==> src/rtl/pt_xlate.sv <==
module pt_xlate #(
  parameter int TLB_N      = 4,
  parameter int VA_W       = 32,
  parameter int PAGE_SHIFT = 12,
  parameter int REG_AW     = 12
) (
  input  logic              clk,
  input  logic              rst_n,
  input  logic              req_valid,
  input  logic [VA_W-1:0]   req_vaddr,
  output logic              req_ready,
  output logic              rsp_valid,
  output logic [VA_W-1:0]   rsp_paddr,
  output logic              rsp_hit,
  output logic              rsp_fault,
  output logic              fault_pulse,
  output logic              mem_req,
  output logic [VA_W-1:0]   mem_addr,
  input  logic              mem_ack,
  input  logic [31:0]       mem_rdata,
  input  logic              reg_we,
  input  logic [REG_AW-1:0] reg_addr,
  input  logic [31:0]       reg_wdata,
  output logic [31:0]       reg_rdata
);
  localparam int VPN_W = VA_W - PAGE_SHIFT;
  localparam int IDX_W = (TLB_N > 1) ? $clog2(TLB_N) : 1;
  localparam logic [REG_AW-1:0] OFF_BASE = REG_AW'(12'h000);
  localparam logic [REG_AW-1:0] OFF_INV  = REG_AW'(12'h5C0);
  localparam logic [REG_AW-1:0] OFF_LO   = REG_AW'(12'h5C4);
  localparam logic [REG_AW-1:0] OFF_HI   = REG_AW'(12'h5C8);
  localparam logic [REG_AW-1:0] OFF_SEL  = REG_AW'(12'h5D8);
  localparam logic [REG_AW-1:0] OFF_DONE = REG_AW'(12'h60C);
  localparam logic [VA_W-1:0]   PG_MASK  = {{VPN_W{1'b1}}, {PAGE_SHIFT{1'b0}}};

  typedef enum logic {S_IDLE, S_FETCH} st_t;
  st_t st_q;

  logic [VA_W-1:0] base_q, lo_q, hi_q;
  logic [1:0]      sel_q;
  logic            done_q, pend_all_q, pend_rng_q;
  logic [PAGE_SHIFT-1:0] off_q;

  logic [TLB_N-1:0] tv_q;
  logic [VPN_W-1:0] tvpn_q [TLB_N];
  logic [VPN_W-1:0] tppn_q [TLB_N];
  logic [IDX_W-1:0] rr_q;

  logic [VPN_W-1:0] req_vpn, lo_vpn, hi_vpn, hit_ppn;
  logic [TLB_N-1:0] hit_vec, in_rng;
  logic idle, accept, any_hit, inv_wr, fill, ent_ok;
  logic unused_ok;

  assign req_vpn   = req_vaddr[VA_W-1:PAGE_SHIFT];
  assign lo_vpn    = lo_q[VA_W-1:PAGE_SHIFT];
  assign hi_vpn    = hi_q[VA_W-1:PAGE_SHIFT];
  assign idle      = (st_q == S_IDLE);
  assign req_ready = idle && !pend_all_q && !pend_rng_q;
  assign accept    = req_valid && req_ready;
  assign any_hit   = |hit_vec;
  assign inv_wr    = reg_we && (reg_addr == OFF_INV) && (sel_q != 2'b00);
  assign ent_ok    = mem_rdata[1];
  assign fill      = (st_q == S_FETCH) && mem_ack && ent_ok;
  assign unused_ok = ^{mem_rdata[PAGE_SHIFT-1:2], mem_rdata[0]};

  for (genvar g = 0; g < TLB_N; g++) begin : g_cmp
    assign hit_vec[g] = tv_q[g] && (tvpn_q[g] == req_vpn);
    assign in_rng[g]  = (tvpn_q[g] >= lo_vpn) && (tvpn_q[g] <= hi_vpn);
  end

  always_comb begin
    hit_ppn = '0;
    for (int i = 0; i < TLB_N; i++)
      if (hit_vec[i]) hit_ppn = hit_ppn | tppn_q[i];
  end

  always_comb begin
    case (reg_addr)
      OFF_BASE: reg_rdata = base_q;
      OFF_LO:   reg_rdata = lo_q;
      OFF_HI:   reg_rdata = hi_q;
      OFF_SEL:  reg_rdata = {30'd0, sel_q};
      OFF_DONE: reg_rdata = {31'd0, done_q};
      default:  reg_rdata = '0;
    endcase
  end

  always_ff @(posedge clk) begin
    if (!rst_n) begin
      base_q <= '0; lo_q <= '0; hi_q <= '0; sel_q <= '0;
      done_q <= 1'b0; pend_all_q <= 1'b0; pend_rng_q <= 1'b0;
    end else begin
      if (reg_we && reg_addr == OFF_BASE) base_q <= reg_wdata;
      if (reg_we && reg_addr == OFF_LO)   lo_q   <= reg_wdata & PG_MASK;
      if (reg_we && reg_addr == OFF_HI)   hi_q   <= reg_wdata & PG_MASK;
      if (reg_we && reg_addr == OFF_SEL)  sel_q  <= reg_wdata[1:0];
      pend_all_q <= (pend_all_q && !idle) || (inv_wr && reg_wdata[1]);
      pend_rng_q <= (pend_rng_q && !idle) || (inv_wr && reg_wdata[0]);
      if (idle && pend_rng_q) done_q <= 1'b1;
      else if (reg_we && reg_addr == OFF_DONE && reg_wdata == 32'd0) done_q <= 1'b0;
    end
  end

  always_ff @(posedge clk) begin
    if (!rst_n) begin
      tv_q <= '0;
      rr_q <= '0;
      for (int i = 0; i < TLB_N; i++) begin
        tvpn_q[i] <= '0;
        tppn_q[i] <= '0;
      end
    end else if (fill) begin
      tv_q[rr_q]   <= 1'b1;
      tvpn_q[rr_q] <= mem_addr[VPN_W+1:2] - base_q[VPN_W+1:2];
      tppn_q[rr_q] <= mem_rdata[31:PAGE_SHIFT];
      rr_q <= (rr_q == IDX_W'(TLB_N-1)) ? '0 : rr_q + 1'b1;
    end else if (idle && pend_all_q) begin
      tv_q <= '0;
    end else if (idle && pend_rng_q) begin
      tv_q <= tv_q & ~in_rng;
    end
  end

  always_ff @(posedge clk) begin
    if (!rst_n) begin
      st_q <= S_IDLE;
      off_q <= '0;
      mem_req <= 1'b0; mem_addr <= '0;
      rsp_valid <= 1'b0; rsp_paddr <= '0; rsp_hit <= 1'b0; rsp_fault <= 1'b0;
      fault_pulse <= 1'b0;
    end else begin
      rsp_valid   <= 1'b0;
      fault_pulse <= 1'b0;
      mem_req     <= 1'b0;
      case (st_q)
        S_IDLE: if (accept) begin
          off_q <= req_vaddr[PAGE_SHIFT-1:0];
          if (any_hit) begin
            rsp_valid <= 1'b1;
            rsp_hit   <= 1'b1;
            rsp_fault <= 1'b0;
            rsp_paddr <= {hit_ppn, req_vaddr[PAGE_SHIFT-1:0]};
          end else begin
            st_q     <= S_FETCH;
            mem_req  <= 1'b1;
            mem_addr <= base_q + {{(VA_W-VPN_W-2){1'b0}}, req_vpn, 2'b00};
          end
        end
        S_FETCH: if (mem_ack) begin
          st_q        <= S_IDLE;
          rsp_valid   <= 1'b1;
          rsp_hit     <= 1'b0;
          rsp_fault   <= !ent_ok;
          fault_pulse <= !ent_ok;
          rsp_paddr   <= ent_ok ? {mem_rdata[31:PAGE_SHIFT], off_q} : '0;
        end
        default: st_q <= S_IDLE;
      endcase
    end
  end

  AST_ONE_HIT: assert property (@(posedge clk) disable iff (!rst_n)
    $onehot0(hit_vec));
  AST_STALL_IN_FETCH: assert property (@(posedge clk) disable iff (!rst_n)
    (st_q == S_FETCH) |-> !req_ready);
  AST_SINGLE_READ: assert property (@(posedge clk) disable iff (!rst_n)
    mem_req |=> !mem_req);
  AST_FAULT_WITH_RSP: assert property (@(posedge clk) disable iff (!rst_n)
    fault_pulse |-> (rsp_valid && rsp_fault && rsp_paddr == '0));
  AST_FAULT_ONE_CYCLE: assert property (@(posedge clk) disable iff (!rst_n)
    fault_pulse |=> !fault_pulse);
  AST_RSP_HAS_CAUSE: assert property (@(posedge clk) disable iff (!rst_n)
    rsp_valid |-> $past(accept || (st_q == S_FETCH && mem_ack)));
  AST_DONE_STICKY: assert property (@(posedge clk) disable iff (!rst_n)
    (done_q && !(reg_we && reg_addr == OFF_DONE && reg_wdata == 32'd0)) |=> done_q);
endmodule

==> config.mk <==
export PLATFORM = sky130hd
export DESIGN_NAME = pt_xlate
export DESIGN_NICKNAME = d
export VERILOG_FILES = /design/src/rtl/pt_xlate.sv
export SDC_FILE = /design/constraint.sdc
export NUM_CORES = 1
export LEC_CHECK = 0
export ABC_CLOCK_PERIOD_IN_PS = 5200
export BUFFER_PORTS_ARGS = -buffer_cell sky130_fd_sc_hd__buf_2
export CORE_ASPECT_RATIO = 0.75
export CORE_UTILIZATION = 25
export DETAILED_ROUTE_END_ITERATION = 16
export MAX_ROUTING_LAYER = met4
export PLACE_DENSITY_LB_ADDON = 0.05
export SYNTH_ARGS = -nofsm -noshare
export SYNTH_HDL_FRONTEND = slang
export SYNTH_SLANG_ARGS = --single-unit
==> constraint.sdc <==
create_clock -name clk -period 5.2 [get_ports clk]
set_clock_uncertainty 0.1 [all_clocks]
set_input_delay 0.52 -clock clk [delete_from_list [all_inputs] [get_ports clk]]
set_output_delay 0.52 -clock clk [all_outputs]
set_load 0.03 [all_outputs]
; Yosys cells after proc, flatten, opt, wreduce, memory -nomap -nowiden
; Memory sizes are Yosys's and may differ from the RTL's.
; Index checks and enable logic that the tools add are counted.
[classes]
addsub = 3
n_lt_le_gt_ge = 10
eq_ne = 13
muxes = 44
bitwise_logic = 9
reduce_logical = 46
[ops]
columns = cell, n
row1 = 32-bit case mux with 5 select lines, 1
row2 = 32-bit 2-to-1 mux, 4
row3 = 20-bit 2-to-1 mux, 6
row4 = 20-bit == test, 4
row5 = 20-bit >= comparator, 4
row6 = 20-bit less-or-equal comparator, 4
row7 = 32-bit case mux with 2 select lines, 1
row8 = 12-bit by 11-bit == test with 1-bit output (second input constant), 5
row9 = 20-bit bitwise OR, 3
row10 = 20-bit OR reduction, 2
row11 = 32-bit by 22-bit adder with 32-bit output, 1
row12 = 32-bit zero test, 1
row13 = 1-bit logical AND, 28
row14 = 1-bit 2-to-1 mux, 21
row15 = 20-bit subtractor, 1
row16 = 12-bit zero test, 1
row17 = 4-bit 2-to-1 mux, 3
row18 = 3-bit AND reduction, 3
row19 = 1-bit case mux with 2 select lines, 4
row20 = 2-bit 2-to-1 mux, 3
row21 = 4-bit bitwise AND, 1
row22 = 2-bit by 1-bit inequality test with 1-bit output (second input constant), 2
row23 = 4-bit NOT, 1
row24 = 4-bit bitwise OR, 1
row25 = 14 further kinds, 20
[word_totals]
reg_bits = 165
ramBits = 160
input_bits = 113
output_inout_bits = 102
word_cells = 145
n_memories = 2
[memory_table]
columns = memory, depth, word_bits, read_ports, rd_clocked_by_memory_dff, write_ports, line
row1 = tppn_q, 4, 20, 4, 0, 4, 46  ; logic [VPN_W-1:0] tppn_q [TLB_N];
row2 = tvpn_q, 4, 20, 4, 0, 4, 45  ; logic [VPN_W-1:0] tvpn_q [TLB_N];

; Depth between registers and ports, before layout
; An unclocked memory read counts as a cell.
[logic_depth]
word_depth = 13
mapped_depth = 12

; Worst setup path before layout
; Ideal clock, no wire load.
[synth_path]
kind = register to register
from = reg st_q
to = mem tppn_q[3][0] (netlist bit) (enable)
setup_ns = 0.498
t_arrival_ns = 4.033
path_slack_ns = 0.569
path_stages_with_launch = 6
n_path_buf = 2
synth_period_minus_slack_ns = 4.631
cell_sequence = dfxtp_1 -> clkbuf_1 -> and2_1 -> clkbuf_1 -> nand2_1 -> o31ai_1
[synth_rtl]
columns = item, line
row1 = from (decl), 37  ; st_t st_q;
row2 = from (signal assigned), 126  ; st_q <= S_IDLE;
row3 = from (signal assigned), 144  ; st_q <= S_FETCH;
row4 = from (signal assigned), 150  ; st_q <= S_IDLE;
row5 = to (decl), 46

==> impl_table.tex <==
\begin{tabular}{lr}
\hline
Metric & Value \\
\hline
\multicolumn{2}{l}{\textbf{Synth}} \\
Number of different library cells in the post-synthesis netlist & 65 \\
Fraction of the yosys area taken by sequential cells & between 40\% and 50\% \\
Adder-Cell Fraction of Synth Area & between 10\% and 20\% \\
Async SR Flop Fraction & 0\% \\
Area share of the largest cell type after synthesis & 24.86\% \\
Dominant cell type by area after synthesis & edfxtp\_1 \\
Count of flip-flops with a built-in enable after synthesis & 160 \\
Main combinational cell family by area after synthesis & compound AO/OA/AOI/OAI gates \\
Net count of the mapped netlist & approximately 2,400 \\
Multiplexer share of the synthesized area & 0\% \\
Fraction of the mapped netlist area in simple logic gates & 16.84\% \\
Yosys warning count & 0 \\
Number of cells produced by synthesis & about 2,100 \\
Xor-xnor portion of the synthesized cell area & under 10\% \\
Mean cell area of the mapped netlist & 9.429 um2 \\
Netlist area before placement & 0.01933 mm2 \\
Most used flip-flop cell after synthesis & dfxtp\_1 \\
Biggest area contributors in the synthesized netlist & edfxtp\_1 (25\%), dfxtp\_1 (17\%), ha\_1 (13\%) \\
Flops \& latches, synth & 325 \\
Compound-cell area share of the yosys netlist & between 10\% and 20\% \\
\multicolumn{2}{l}{\textbf{Clock network}} \\
Post-CTS Hold Buffers & 0 \\
Clock root cell & clkbuf\_16 \\
Htree depth & 2 \\
Clock buffer count from CTS & 42 \\
TritonCTS clock tree & yes \\
Largest buffer count on any clock path & 3 \\
Postcts setup bufs & 0 \\
Clock slew seen by the registers of the worst setup and hold paths & 0.06 ns \\
Source-to-sink clock delay at the later pin of the worst-skew pair & 0.58 ns \\
Post-cts sizing count & 0 \\
Total number of clock tree sinks & between 300 and 400 \\
\multicolumn{2}{l}{\textbf{Cells and area}} \\
Fraction of layout cells with a size suffix above 1 & $\sim$14\% \\
Post-layout nets & $\sim$2,600 \\
Layout-stage area growth over the synthesis result & 18.53\% \\
Post-route non-filler standard cell count & 3,289 \\
\multicolumn{2}{l}{\textbf{Power}} \\
Static leakage & around 9.1 nW \\
Worst IR Drop VDD & $\sim$0.00018 V \\
Share of power burned in registers & a little over two fifths \\
Int Power & approximately 4.7 mW \\
Gate power share & $\sim$13\% \\
Switching Fraction & between 20\% and 30\% \\
Areal power density over the cells & between 200 and 300 mW/mm2 \\
Clock Power Share & about 44\% \\
Net switching power figure & approximately 1.9 mW \\
\multicolumn{2}{l}{\textbf{Job}} \\
Maximum Capacitance Violations & 0 \\
\multicolumn{2}{l}{\textbf{Worst setup path}} \\
Delay of the slowest cell on the worst path & slightly above 0.6 ns \\
Maximum fanout count along the critical path & 4 \\
Critical Path Source Type & register \\
Data arrival time of the critical path & about 3.8 ns \\
Cells along the critical path & inv\_1, ha\_1, a2111oi\_0, a211oi\_1, o31ai\_2, o2111ai\_1, a21oi\_1, xor2\_1, nor2\_1 \\
Crit end category & register \\
Setup CP Type & register to register \\
Data required time at the worst endpoint & 5.40 ns \\
Slowest CP cell & xor2\_1 \\
Cell family with most CP delay & compound AO/OA/AOI/OAI gates \\
Number of buffers and inverters on the critical path & 1 \\
\multicolumn{2}{l}{\textbf{STA}} \\
Transition at the pin with the smallest max-transition slack & approximately 1.2 ns \\
Final critical-path required period & between 3 and 4 ns \\
Rel. slew slack & 17.52\% \\
Setup repair after global routing missed its margin & false \\
Post-route clock period utilization & a little over two thirds \\
Final Max Slew Viols & 0 \\
Timing-limited maximum frequency & 0.2748 GHz \\
Count of endpoints failing setup in the final report & 0 \\
Total Negative Setup Slacks & 0 ns \\
Final hold viol count & 0 \\
\multicolumn{2}{l}{\textbf{Placed design}} \\
Routability congestion estimate & 0.9085 \\
Placed wire-length estimate & just over 60,000 um \\
Instance count after placement with tap cells included & 3,211 \\
IO Port Bufs & around 200 \\
\multicolumn{2}{l}{\textbf{Die}} \\
I/O pins & 215 \\
Die boundary width & $\sim$320 um \\
Full die area & approximately 0.078 mm2 \\
Number of core rows & just under 90 \\
Standard cell core area & around 0.076 mm2 \\
Effective utilization at floorplan & between 20 and 30\% \\
Die Span Y & approximately 240 um \\
\multicolumn{2}{l}{\textbf{Detailed routing}} \\
Post-route DRC violation count & 0 \\
Avg WL per Cell & 23.97 um \\
Iteration-0 DRC Markers & 1,037 \\
Detailed-route wire length & 78,830 um \\
Number of vias per cell & 4.914 \\
DRT antenna net count & 0 \\
Number of search-and-repair iterations in the first detailed-routing pass & 6 \\
Via total after detailed routing & 16,160 \\
\multicolumn{2}{l}{\textbf{Outcome}} \\
Run status & finished, final reports clean \\
\multicolumn{2}{l}{\textbf{Global routing}} \\
First-pass GRT wire length & about 110,000 um \\
Global router's overall resource usage & 20.62\% \\
Number of global-route vias before repair & 15,940 \\
GR Layer Usage met3 & 2.745\% \\
Met1 Resource Use GR & between 30\% and 40\% \\
Busiest grt layer & met1 \\
Pin count of the biggest net entering global routing & $\sim$110 \\
Met2 global-route usage & roughly 29\% \\
Remaining global-route overflow & 0 \\
Number of antenna violations at the first check in global routing & 2 \\
\multicolumn{2}{l}{\textbf{Min path}} \\
Min-delay worst type & input port to register \\
\hline
\end{tabular}
-- power groups by stage --
| stage | sequential, mW | clock [mW] | combinational [mW] |
|---|---|---|---|
| floorplan | 2.93 | 0 | 0.419 |
| global placement | 2.89 | 0 | 0.843 |
| detailed placement | 2.89 | 0 | 0.846 |
| CTS | 2.84 | 3.01 | 0.850 |
| global route | 2.85 | 3.11 | 0.921 |
| finish | 2.84 | 2.92 | 0.850 |
-- worst paths after layout --
check                    start            end  slack, ns  cells after the start
hold / removal    req_vaddr[4]       off_q[4]       0.11                      3
hold reg to reg       off_q[6]       off_q[6]       0.36                      2
setup / recovery     base_q[8]  tvpn_q[2][17]       1.56                      9
setup reg to reg     base_q[8]  tvpn_q[2][17]       1.56                      9
-- per-stage QoR --
step	power [mW]	hold WS, ns	cell area, um2	worst slack, ns	utilization [%]
after floorplan	3.344	0.3390	19330	0.5693	-
after global placement	3.736	0.3475	21570	1.322	28.42
after detailed placement	3.740	0.3529	21570	1.277	28.42
after CTS	6.695	0.08096	22910	1.494	30.19
after global routing	6.875	0.1056	22910	1.295	30.19
final	6.611	0.1103	22910	1.561	30.20
-- cell usage in the layout, fill, tap and decap left out, drive strengths merged, types with 19 or more instances in the layout --
cell	count
inv	101
nor4	22
a21oi	146
nand3	19
xor2	53
dfxtp	165
nor3	32
nand4	45
xnor2	71
buf	235
o21ai	82
a21o	44
clkbuf	66
a22oi	43
and2	99
nand2	255
a21boi	110
nor2b	25
nor2	115
a222oi	21
edfxtp	160
ha	203
and3	22
-- Yosys cell counts (14+ instances only) --
cell / count
and2_1: 97
dfxtp_1: 165
a21o_1: 44
a222oi_1: 21
a21boi_0: 107
nand2_1: 254
inv_1: 100
nand4_1: 45
buf_2: 17
a21oi_1: 146
clkbuf_1: 72
nor2_1: 114
and3_1: 22
o21ai_0: 80
nor4_1: 21
edfxtp_1: 160
xor2_1: 53
a211o_1: 14
o211a_1: 15
a22oi_1: 43
nor3_1: 32
nand2b_1: 17
xnor2_1: 71
nand3_1: 19
ha_1: 203
nor2b_1: 25
-- cell families (layout without fill, tap and decap cells) --
kind of cell / Yosys count / count (layout)
other cells: 0 / 2
fa+ha+maj: 205 / 205
compound gates: 529 / 529
simple gates: 670 / 670
buf+inv: 197 / 411
flops: 325 / 325
xor+xnor: 124 / 124
-- sequential cells by signal, indices dropped and copies added, names as in the netlist, 2 cells and up --
signal	flops
base_q	32
tppn_q	80
sel_q	2
off_q	12
lo_q	20
tv_q	4
hi_q	20
tvpn_q	80
mem_addr	32
rr_q	2
rsp_paddr	32
-- metal layers --
metal,vias up,part of all wire (%)
li1,7737,-
met1,7923,52
met2,418,41
met3,85,5.3
met4,0,1.8
met5,-,0
-- worst register-to-register path, stage by stage, from the launching register on --
cell	delay, ns
dfxtp_1	0.37
inv_1	0.11
ha_1	0.35
a2111oi_0	0.58
a211oi_1	0.25
o31ai_2	0.47
o2111ai_1	0.20
a21oi_1	0.20
xor2_1	0.62
nor2_1	0.11
-- area by class of cell --
| class | count | area [um2] |
|---|---|---|
| timing repair buffer | 235 | 1271 |
| clock inverter | 10 | 56.30 |
| tap | 1023 | 1280 |
| clock buffer | 66 | 1285 |
| multi-input combinational | 1528 | 10530 |
| fill | 8046 | 52960 |
| antenna | 2 | 5.005 |
| sequential | 325 | 8108 |
| inverter | 100 | 375.4 |
Note: power is estimated with default switching activity, not from simulation.
